===== src/rtl/pll_enc_pkg.sv =====
// Package: shared constants and the controller state type for the PLL
// divider encoder. Assumes an 8-bit multiplier code space.
package pll_enc_pkg;
    localparam int MULT_CODE_W    = 8;
    localparam int PREDIV_CODE_W  = 5;
    localparam int POSTDIV_CODE_W = 2;
    localparam int POST_EXP_W     = 2;
    localparam int POST_EXP_MAX   = 3;
    localparam int POSTDIV_W      = 4;

    localparam int NORM_NUM_LIMIT = 16;
    localparam int NORM_DEN_LIMIT = 128;

    localparam int MULT_MIN    = 16;
    localparam int MULT_MAX    = 255;
    localparam int PREDIV_MIN  = 1;
    localparam int PREDIV_MAX  = 32;
    localparam int POSTDIV_MIN = 1;
    localparam int POSTDIV_MAX = 8;

    localparam logic [31:0] PREDIV_PATTERN  = 32'hCB7A_89C0;
    localparam logic [7:0]  POSTDIV_PATTERN = 8'h63;

    typedef enum logic [0:0] {
        ST_IDLE = 1'b0,
        ST_NORM = 1'b1
    } enc_state_e;
endpackage


===== src/rtl/pll_norm_step.sv =====
// Module: one normalisation step. It decides whether the ratio must be
// doubled again and gives the doubled pair. It assumes that the widths
// absorb the doubling (numerator < 16, denominator <= 128 before it).
module pll_norm_step
    import pll_enc_pkg::*;
#(
    parameter int NUM_W = 8,
    parameter int DEN_W = 9
) (
    input  logic [NUM_W-1:0] num_i,
    input  logic [DEN_W-1:0] den_i,
    output logic             dbl_o,
    output logic [NUM_W-1:0] num_nxt_o,
    output logic [DEN_W-1:0] den_nxt_o
);
    localparam logic [NUM_W-1:0] NUM_LIM = NUM_W'(NORM_NUM_LIMIT);
    localparam logic [DEN_W-1:0] DEN_LIM = DEN_W'(NORM_DEN_LIMIT);

    // Purpose: doubling condition and the doubled operands
    always_comb begin
        dbl_o     = (num_i < NUM_LIM) && (den_i <= DEN_LIM);
        num_nxt_o = num_i << 1;
        den_nxt_o = den_i << 1;
    end
endmodule


===== src/rtl/pll_div_split.sv =====
// Module: splits the denominator into a pre-divider and a power-of-two
// post-divider. The exponent counts trailing zeros, capped at
// POST_EXP_MAX. Assumes DEN_W > POST_EXP_MAX.
module pll_div_split
    import pll_enc_pkg::*;
#(
    parameter int DEN_W = 9
) (
    input  logic [DEN_W-1:0]      den_i,
    output logic [POST_EXP_W-1:0] exp_o,
    output logic [DEN_W-1:0]      prediv_o,
    output logic [POSTDIV_W-1:0]  postdiv_o
);
    logic stop;

    // Purpose: capped trailing-zero scan and the resulting divider pair
    always_comb begin
        exp_o = '0;
        stop  = 1'b0;
        for (int b = 0; b < POST_EXP_MAX; b++) begin
            if (!stop && !den_i[b]) begin
                exp_o = exp_o + POST_EXP_W'(1);
            end else begin
                stop = 1'b1;
            end
        end
        prediv_o  = den_i >> exp_o;
        postdiv_o = POSTDIV_W'(1) << exp_o;
    end
endmodule


===== src/rtl/pll_code_enc.sv =====
// Module: maps the multiplier, pre-divider and post-divider exponent to
// their register codes. It is purely combinational. The inputs are
// assumed to be in range; the caller discards the codes otherwise.
module pll_code_enc
    import pll_enc_pkg::*;
#(
    parameter int NUM_W = 8,
    parameter int DEN_W = 9
) (
    input  logic [NUM_W-1:0]          mult_i,
    input  logic [DEN_W-1:0]          prediv_i,
    input  logic [POST_EXP_W-1:0]     exp_i,
    output logic [MULT_CODE_W-1:0]    mult_code_o,
    output logic [PREDIV_CODE_W-1:0]  prediv_code_o,
    output logic [POSTDIV_CODE_W-1:0] postdiv_code_o
);
    logic [MULT_CODE_W-1:0]   m8;
    logic [PREDIV_CODE_W-1:0] pre_sh;
    logic [POSTDIV_W-1:0]     post_o;
    logic [POSTDIV_W-1:0]     post_sh;

    // Purpose: multiplier code with a range-dependent prefix
    always_comb begin
        m8 = MULT_CODE_W'(mult_i);
        if (m8 < 8'd32) begin
            mult_code_o = 8'hE0 | (m8 - 8'd16);
        end else if (m8 < 8'd64) begin
            mult_code_o = 8'hC0 | (m8 - 8'd32);
        end else if (m8 < 8'd128) begin
            mult_code_o = 8'h80 | (m8 - 8'd64);
        end else begin
            mult_code_o = m8 - 8'd128;
        end
    end

    // Purpose: pre-divider code, a 5-bit window from a fixed pattern
    always_comb begin
        pre_sh = PREDIV_CODE_W'(prediv_i - DEN_W'(1));
        if (prediv_i == DEN_W'(1)) begin
            prediv_code_o = 5'h1F;
        end else begin
            prediv_code_o = PREDIV_CODE_W'(PREDIV_PATTERN >> pre_sh);
        end
    end

    // Purpose: post-divider code, a 2-bit window from a fixed pattern
    always_comb begin
        post_o         = POSTDIV_W'(1) << exp_i;
        post_sh        = POSTDIV_W'(8) - post_o;
        postdiv_code_o = POSTDIV_CODE_W'(POSTDIV_PATTERN >> post_sh);
    end
endmodule


===== src/rtl/pll_div_encoder.sv =====
// Module: top of the PLL divider encoder. It accepts one request while
// idle, normalises it at one doubling per cycle, then in a single cycle
// splits, range-checks, encodes and pulses done. Synchronous active-low
// reset. Codes are updated only by a successful request.
module pll_div_encoder
    import pll_enc_pkg::*;
#(
    parameter int NUM_W = 8,
    parameter int DEN_W = 9
) (
    input  logic                      clk,
    input  logic                      rst_n,
    input  logic                      start_i,
    input  logic [NUM_W-1:0]          ratio_num_i,
    input  logic [DEN_W-1:0]          ratio_den_i,
    output logic                      done_o,
    output logic                      err_o,
    output logic [MULT_CODE_W-1:0]    mult_code_o,
    output logic [PREDIV_CODE_W-1:0]  prediv_code_o,
    output logic [POSTDIV_CODE_W-1:0] postdiv_code_o
);
    enc_state_e                state_q;
    logic [NUM_W-1:0]          num_q;
    logic [DEN_W-1:0]          den_q;
    logic                      dbl;
    logic [NUM_W-1:0]          num_nxt;
    logic [DEN_W-1:0]          den_nxt;
    logic [POST_EXP_W-1:0]     post_exp;
    logic [DEN_W-1:0]          prediv;
    logic [POSTDIV_W-1:0]      postdiv;
    logic [MULT_CODE_W-1:0]    mult_code_c;
    logic [PREDIV_CODE_W-1:0]  prediv_code_c;
    logic [POSTDIV_CODE_W-1:0] postdiv_code_c;
    logic                      in_zero;
    logic                      range_ok;

    pll_norm_step #(.NUM_W(NUM_W), .DEN_W(DEN_W)) u_norm (
        .num_i     (num_q),
        .den_i     (den_q),
        .dbl_o     (dbl),
        .num_nxt_o (num_nxt),
        .den_nxt_o (den_nxt)
    );

    pll_div_split #(.DEN_W(DEN_W)) u_split (
        .den_i     (den_q),
        .exp_o     (post_exp),
        .prediv_o  (prediv),
        .postdiv_o (postdiv)
    );

    pll_code_enc #(.NUM_W(NUM_W), .DEN_W(DEN_W)) u_enc (
        .mult_i         (num_q),
        .prediv_i       (prediv),
        .exp_i          (post_exp),
        .mult_code_o    (mult_code_c),
        .prediv_code_o  (prediv_code_c),
        .postdiv_code_o (postdiv_code_c)
    );

    // Purpose: zero-operand detection and the legal-range check
    always_comb begin
        in_zero  = (ratio_num_i == '0) || (ratio_den_i == '0);
        range_ok = (32'(num_q) >= 32'(MULT_MIN)) && (32'(num_q) <= 32'(MULT_MAX))
                && (32'(prediv) >= 32'(PREDIV_MIN)) && (32'(prediv) <= 32'(PREDIV_MAX))
                && (32'(postdiv) >= 32'(POSTDIV_MIN)) && (32'(postdiv) <= 32'(POSTDIV_MAX));
    end

    // Purpose: request control, normalisation steps and result registers
    always_ff @(posedge clk) begin
        if (!rst_n) begin
            state_q        <= ST_IDLE;
            num_q          <= '0;
            den_q          <= '0;
            done_o         <= 1'b0;
            err_o          <= 1'b0;
            mult_code_o    <= '0;
            prediv_code_o  <= '0;
            postdiv_code_o <= '0;
        end else begin
            done_o <= 1'b0;
            case (state_q)
                ST_IDLE: begin
                    if (start_i) begin
                        if (in_zero) begin
                            err_o  <= 1'b1;
                            done_o <= 1'b1;
                        end else begin
                            err_o   <= 1'b0;
                            num_q   <= ratio_num_i;
                            den_q   <= ratio_den_i;
                            state_q <= ST_NORM;
                        end
                    end
                end
                ST_NORM: begin
                    if (dbl) begin
                        num_q <= num_nxt;
                        den_q <= den_nxt;
                    end else begin
                        done_o  <= 1'b1;
                        state_q <= ST_IDLE;
                        err_o   <= !range_ok;
                        if (range_ok) begin
                            mult_code_o    <= mult_code_c;
                            prediv_code_o  <= prediv_code_c;
                            postdiv_code_o <= postdiv_code_c;
                        end
                    end
                end
                default: state_q <= ST_IDLE;
            endcase
        end
    end
endmodule


===== config.mk =====
export PLATFORM = sky130hd
export DESIGN_NAME = pll_div_encoder
export DESIGN_NICKNAME = d
export VERILOG_FILES = /design/src/rtl/pll_enc_pkg.sv /design/src/rtl/pll_norm_step.sv /design/src/rtl/pll_div_split.sv /design/src/rtl/pll_code_enc.sv /design/src/rtl/pll_div_encoder.sv
export SDC_FILE = /design/constraint.sdc
export NUM_CORES = 1
export LEC_CHECK = 0
export ABC_AREA = 1
export ABC_CLOCK_PERIOD_IN_PS = 3000
export BUFFER_PORTS_ARGS = -buffer_cell sky130_fd_sc_hd__buf_4
export CAP_MARGIN = 25
export CORE_ASPECT_RATIO = 0.6
export CORE_MARGIN = 2
export CORE_UTILIZATION = 40
export DETAILED_ROUTE_END_ITERATION = 8
export PLACE_DENSITY = 0.56
export SLEW_MARGIN = 20
export SYNTH_ARGS = -nofsm -noshare
export SYNTH_HDL_FRONTEND = slang
export SYNTH_HIERARCHICAL = 1
export SYNTH_SLANG_ARGS = --single-unit

===== constraint.sdc =====
create_clock -name clk -period 3 [get_ports clk]
set_clock_uncertainty 0.1 [all_clocks]
set_input_delay 0.6 -clock clk [delete_from_list [all_inputs] [get_ports clk]]
set_output_delay 0.6 -clock clk [all_outputs]
set_load 0.005 [all_outputs]

==> results of run 1 <==
==> worst register-to-register path, cell delays in order (launching register included) <==
cell and delay, ns:
dfxtp_1 0.34, inv_1 0.18, nand2_4 0.13, nand2_8 0.12, nand2_2 0.06, nand3_1 0.06
nand2_1 0.18, inv_2 0.16, ha_2 0.23, inv_1 0.09, nand2_1 0.12, nand2_1 0.15
nand2_1 0.12, nand2_1 0.06, nand2_1 0.05, nand2_1 0.06, nand2_1 0.05, nand3_1 0.10
nor2_1 0.14, nor2_1 0.06
==> logic make-up (layout without fill, tap and decap cells) <==
group / after synthesis / count (layout) / share of synthesized area [%]
compound gates: 30 / 30 / 5.05
flops: 35 / 35 / 23.0
xor+xnor: 2 / 2 / 0.574
fa+ha+maj: 10 / 10 / 4.10
buf+inv: 118 / 124 / 19.1
other cells: 1 / 2 / 0.123
simple gates: 336 / 336 / 48.1
==> flip-flops by register name, indices dropped and copies added, names as in the netlist <==
name and cells:
err_o 1, den_q 9, postdiv_code_o 2, state_q 1
mult_code_o 8, num_q 8, prediv_code_o 5, done_o 1
==> layout make-up <==
class | instances | area, um^2
Timing Repair Buffer | 39 | 293
Fill cell | 794 | 3960
Clock buffer | 5 | 125
Sequential cell | 35 | 703
Multi-Input combinational cell | 380 | 1770
Inverter | 77 | 292
Clock inverter | 3 | 47.5
Tap cell | 104 | 130
==> report_power, final <==
group	total (mW)	internal [mW]	switching [mW]
Clock	0.608	0.396	0.212
Combinational	0.978	0.334	0.644
Sequential	0.554	0.509	0.0453
Total	2.14	1.24	0.901
==> metrics by stage <==
| stage | area [um^2] | setup slack (ns) | util, % | instances | hold slack [ns] |
|---|---|---|---|---|---|
| 3_3_place_gp | 3190 | 0.358 | 43.5 | 635 | 0.399 |
| 3_5_place_dp | 3190 | 0.219 | 43.5 | 635 | 0.403 |
| 6_report | 3360 | 0.353 | 45.9 | 643 | 0.415 |
| 5_1_grt | 3360 | 0.00623 | 45.9 | 643 | 0.446 |
| 4_1_cts | 3360 | 0.218 | 45.9 | 643 | 0.414 |
| 2_1_floorplan | 3050 | 0.655 | - | 533 | 0.405 |
==> Yosys cell counts <==
library cell and instances:
a21boi_1 1, conb_1 1, xnor2_1 1, nor2_1 73, nand2_8 1, a21oi_1 20
inv_4 1, o22ai_1 1, buf_4 22, nor2_2 2, inv_2 5, nand4_4 1
inv_1 71, nand2_1 181, nand2_4 3, buf_2 7, nand4_1 2, nand3_1 53
or2_0 1, dfxtp_1 35, xor2_1 1, buf_6 6, o21ai_0 8, nor3_1 3
nor4_1 2, clkbuf_1 6, nand3_4 1, nand3b_1 1, nand2_2 9, nor2_4 3
ha_1 10
==> timing repair <==
action | in CTS | in global routing
hold buffers | 0 | 0
endpoints found under the setup margin | 0 | 5
gates resized for setup | 0 | 5
setup buffers | 0 | 0
==> worst paths after layout <==
kind                   from          endpoint  slack, ns
max                den_q[2]  prediv_code_o[0]       0.35
min          mult_code_o[4]    mult_code_o[4]       0.41
max reg2reg        den_q[2]  prediv_code_o[0]       0.35
min reg2reg  mult_code_o[4]    mult_code_o[4]       0.41
==> layer usage <==
metal | wire (um) | vias to the layer above | global-route usage [%] | part of all wire, %
li1 | - | 1604 | - | -
met1 | 3720 | 1280 | 28.2 | 53
met2 | 2810 | 87 | 26.5 | 40
met3 | 531 | 5 | 5.16 | 7.5
met4 | 25 | 0 | 2.61 | 0.35
met5 | 0 | - | 0 | 0
==> flow_summary.ini, run 1 <==
[outcome]
status = complete, no violations

[critical_path]
cell_chain_critical_path = inv_1, nand2_4, nand2_8, nand2_2, nand3_1, nand2_1, inv_2, ha_2, inv_1, nand2_1, nand2_1, nand2_1, nand2_1, nand2_1, nand2_1, nand2_1, nand3_1, nor2_1, nor2_1
timing.setup.critical_path_class = reg2reg
cpLargestDelayFamily = simple AND/OR/NAND/NOR gates
worst_path_most_repeated_cell = nand2_1
crit_path_max_fanout = 8
cp.required_ns = 3.08
cp.buffers_inverters = 3
cp.depth = 19
critical_path.max_stage_delay_ns = 0.34
cp.arrival_ns = 2.72
worst_setup_path_end_kind = flop
slowest_stage = dfxtp_1
worstRegToRegCells = 19
setup.worst_path.start_class = flop

[die]
initial_core_utilization_pct = 41.6
die_h_um = 71.6
dieArea_um2 = 8360
floorplan.rows = 24
core-area_um2 = 7330
die_x_um = 117
boundaryPins = 37

[timing]
fin_max_slew_vios = 0
layout_min_cycle_time_ns = 2.65
sum_neg_setup_slack_ns = 0
peak_clock_frequency_supported_by_timing_mhz = 378
hold_fails_final_rpt = 0
finalCritPeriodShare_pct = 88.2
slew_of_the_pin_with_the_lowest_slew_margin_ns = 0.564
rsz0062_at_grt = no
finalSetupViolCount = 0
timing.max_slew.rel_slack_pct = 62.3

[power_and_ir_drop]
power_density_nw_per_um2 = 636
maximum_vdd_drop_mv = 0.214
power.leakage_nw = 1.88
totalPowerFinal_mw = 2.14

[logic_synthesis]
netlist-cell-type-count = 31
post_synth_instance_area_um2 = 3050
postSynthRegisterBits = 35
syn_area_per_cell_um2 = 5.73
synth_top_area_share_pct = 23.0
synth_top_cells_by_area = dfxtp_1 (23%), nand2_1 (22%), nor2_1 (9.0%)
ys.warnings.count = 6
sequential_fraction_of_the_synthesis_area_pct = 23.0
synth_top_area_cell = dfxtp_1
synthesis.instances = 532

[global_routing]
grt.overflow.total = 0
grtUsageTotal_pct = 18.6
largest_net_degree_at_the_start_of_global_routing = 37
wire_length_of_the_first_global_routing_pass_um = 12500
number_of_antenna_violations_at_the_first_check_in_global_routing = 0
grt_pass1_vias = 2698

[placement]
gp_congestion = 0.869
dp_hpwl_um = 5280
port_buffers = 36

[cells_and_area]
layout.nets = 568
layout.cells.most_common = nand2_1
most-common-layout-cells = nand2_1 (181), nor2_1 (73), inv_1 (69)
area_growth_syn_to_layout_pct = 10.3
diodes = 0
final_layout_size_suffix_gt1_share_pct = 14.5

[cts]
clk_sink_count = 35
cts_root_buf = clkbuf_16
clk_path_buf_depth = 2
cts_max_level = 2
numCtsBuffers = 5
clk-insertion-delay-late_ns = 0.28
tritoncts_clock_tree = yes
clk_transition_reported_paths_ns = 0.06

[detailed_routing]
post_drt_wl_per_cell_um = 11.0
finalWirelength_um = 7080
remaining_drcs = 0
detail_route.first_pass.iterations = 4
1st_iter_drt_viols = 193
post_drt_via_cell_ratio = 4.63
dr_total_vias = 2976
route.antenna.remaining_nets = 0

[hold_path]
holdCritPathClass = reg2reg
hold-path-cell-count = 4

[run]
cap_violations = 0
No activity file was read; power rests on OpenSTA's default activity.
==> inputs of run 2 (changes only) <==
--- a/config.mk
+++ b/config.mk
@@ -12,3 +12,3 @@
 export CORE_ASPECT_RATIO = 0.6
-export CORE_MARGIN = 2
+export CORE_MARGIN = 3
 export CORE_UTILIZATION = 40
@@ -16,3 +16,2 @@
 export PLACE_DENSITY = 0.56
-export SLEW_MARGIN = 20
 export SYNTH_ARGS = -nofsm -noshare
--- a/constraint.sdc
+++ b/constraint.sdc
@@ -4,2 +4,2 @@
 set_output_delay 0.6 -clock clk [all_outputs]
-set_load 0.005 [all_outputs]
+set_load 0.05 [all_outputs]
==> run 2 against run 1 <==
Net effect: cell count fell by 0.78%; sequential cell count did not move; sequential power barely moved; first-iteration DRC count rose by 24%; via count fell by 0.77%; global-route usage fell by 1.2 points; utilization rose by 1.4 points; wire length rose by 0.13%; fmax fell by 0.93%; count of clock-buffer cells in the layout rose by 1; combinational power rose by 4%; die area rose by 4.6%; largest cell class unchanged; largest power group unchanged.
==> flow_summary.ini, run 2 (synthesis results as in run 1) <==
[detailed_routing]
finalWirelength_um = 7090
remaining_drcs = 0
route.antenna.remaining_nets = 0
post_drt_wl_per_cell_um = 11.1
dr_total_vias = 2953
1st_iter_drt_viols = 240
post_drt_via_cell_ratio = 4.63
detail_route.first_pass.iterations = 5

[timing]
peak_clock_frequency_supported_by_timing_mhz = 374
slew_of_the_pin_with_the_lowest_slew_margin_ns = 0.582
timing.max_slew.rel_slack_pct = 61.1
layout_min_cycle_time_ns = 2.67
finalCritPeriodShare_pct = 89.1
finalSetupViolCount = 0
hold_fails_final_rpt = 0
sum_neg_setup_slack_ns = 0
fin_max_slew_vios = 0
fin_ws_ns = 0.328
rsz0062_at_grt = no
holdWs_ns = 0.410

[cts]
cts-hold-fix-buffers = 0
cts_max_level = 2
tritoncts_clock_tree = yes
cts_root_buf = clkbuf_16
clk-insertion-delay-late_ns = 0.28
numCtsBuffers = 5
clk_path_buf_depth = 2
post-cts-setup-buffer-count = 0
clk_transition_reported_paths_ns = 0.05
clk_sink_count = 35
number_of_instances_resized_during_post_cts_repair = 0

[placement]
place_worst_setup_slack_ns = 0.184
port_buffers = 36
dpl-instance-area_um2 = 3170
dp_hpwl_um = 5320
gp_congestion = 0.944

[power_and_ir_drop]
maximum_vdd_drop_mv = 0.233
power_density_nw_per_um2 = 629
power.leakage_nw = 1.86

[die]
die_x_um = 119
core-area_um2 = 7020
initial_core_utilization_pct = 43.4
floorplan.rows = 23
dieArea_um2 = 8740
die_h_um = 73.6
boundaryPins = 37

[global_routing]
number_of_antenna_violations_at_the_first_check_in_global_routing = 0
grt_pass1_vias = 2477
grtUsageTotal_pct = 17.4
grt.overflow.total = 0
wire_length_of_the_first_global_routing_pass_um = 12200
largest_net_degree_at_the_start_of_global_routing = 37

[cells_and_area]
layout_top_registers = den_q (9), mult_code_o (8), num_q (8)
max_reg_flops = 9
final_layout_size_suffix_gt1_share_pct = 14.1
fillCellCount = 797
registers.top_by_ff_count = den_q
area_growth_syn_to_layout_pct = 8.94
diodes = 0
most-common-layout-cells = nand2_1 (180), nor2_1 (72), inv_1 (70)
fin_area_um2 = 3320
layout.nets = 567
layout.cells.most_common = nand2_1

[hold_path]
hold_ep = mult_code_o[5]
holdCritPathClass = reg2reg
hold-path-cell-count = 4
hp-start = mult_code_o[5]

[critical_path]
regToRegStartpoint = den_q[2]
cp.required_ns = 3.08
cp.arrival_ns = 2.75
worstRegToRegCells = 19
timing.setup.critical_path_class = reg2reg
crit_path_max_fanout = 8
r2r-end = prediv_code_o[2]
setup.worst_path.start_class = flop
worst-r2r-setup-slack_ns = 0.33
worst_setup_path_end_kind = flop

[run]
cap_violations = 0

[outcome]
status = complete, no violations
run 2: worst max path at each step:
stage | start | end
floorplan | den_q[2] | prediv_code_o[3]
global placement | den_q[2] | prediv_code_o[0]
detailed placement | den_q[2] | prediv_code_o[0]
CTS | den_q[2] | prediv_code_o[0]
global route | den_q[2] | prediv_code_o[1]
finish | den_q[2] | prediv_code_o[2]
run 2: worst max-delay path: stages (launching register included):
cell and delay [ns]:
dfxtp_1 0.33, inv_1 0.18, nand2_4 0.14, nand2_8 0.12
nand2_2 0.06, nand3_1 0.06, nand2_1 0.16, inv_1 0.19
ha_1 0.26, inv_1 0.10, nand2_1 0.13, nand2_1 0.15
nand2_1 0.09, nand2_1 0.05, nand2_1 0.08, nand2_1 0.05
nand2_1 0.05, nand3_1 0.07, nor2_1 0.12, nor2_1 0.06
run 2: cell type report:
cell class	count	area, um^2	area share [%]
multi-input combinational	380	1780	53.5
sequential	35	703	21.2
inverter	77	292	8.77
timing repair buffer	38	285	8.58
clock buffer	6	129	3.88
tap	100	125	3.77
clock inverter	2	12.5	0.377
run 2: power by group:
group	leakage [nW]	total (mW)	switching, mW	internal [mW]
Sequential	0.288	0.555	0.0459	0.509
Combinational	1.50	1.02	0.693	0.332
Clock	0.0669	0.511	0.205	0.306
run 2: stage by stage:
step / utilization (%) / total power [mW] / cells
final: 47.3 / 2.09 / 638
after global routing: 47.3 / 2.28 / 638
after CTS: 47.2 / 2.10 / 638
after detailed placement: 45.2 / 1.58 / 630
after global placement: 45.2 / 1.58 / 630
after floorplan: - / 1.40 / 533
run 2: per-layer routing:
metal | part of all wire (%) | vias to the layer above | global-route usage, % | wire (um)
li1 | - | 1596 | - | -
met1 | 56 | 1277 | 28.1 | 3970
met2 | 36 | 72 | 21.3 | 2530
met3 | 6.9 | 8 | 4.23 | 491
met4 | 1.3 | 0 | 5.78 | 95
met5 | 0 | - | 0 | 0
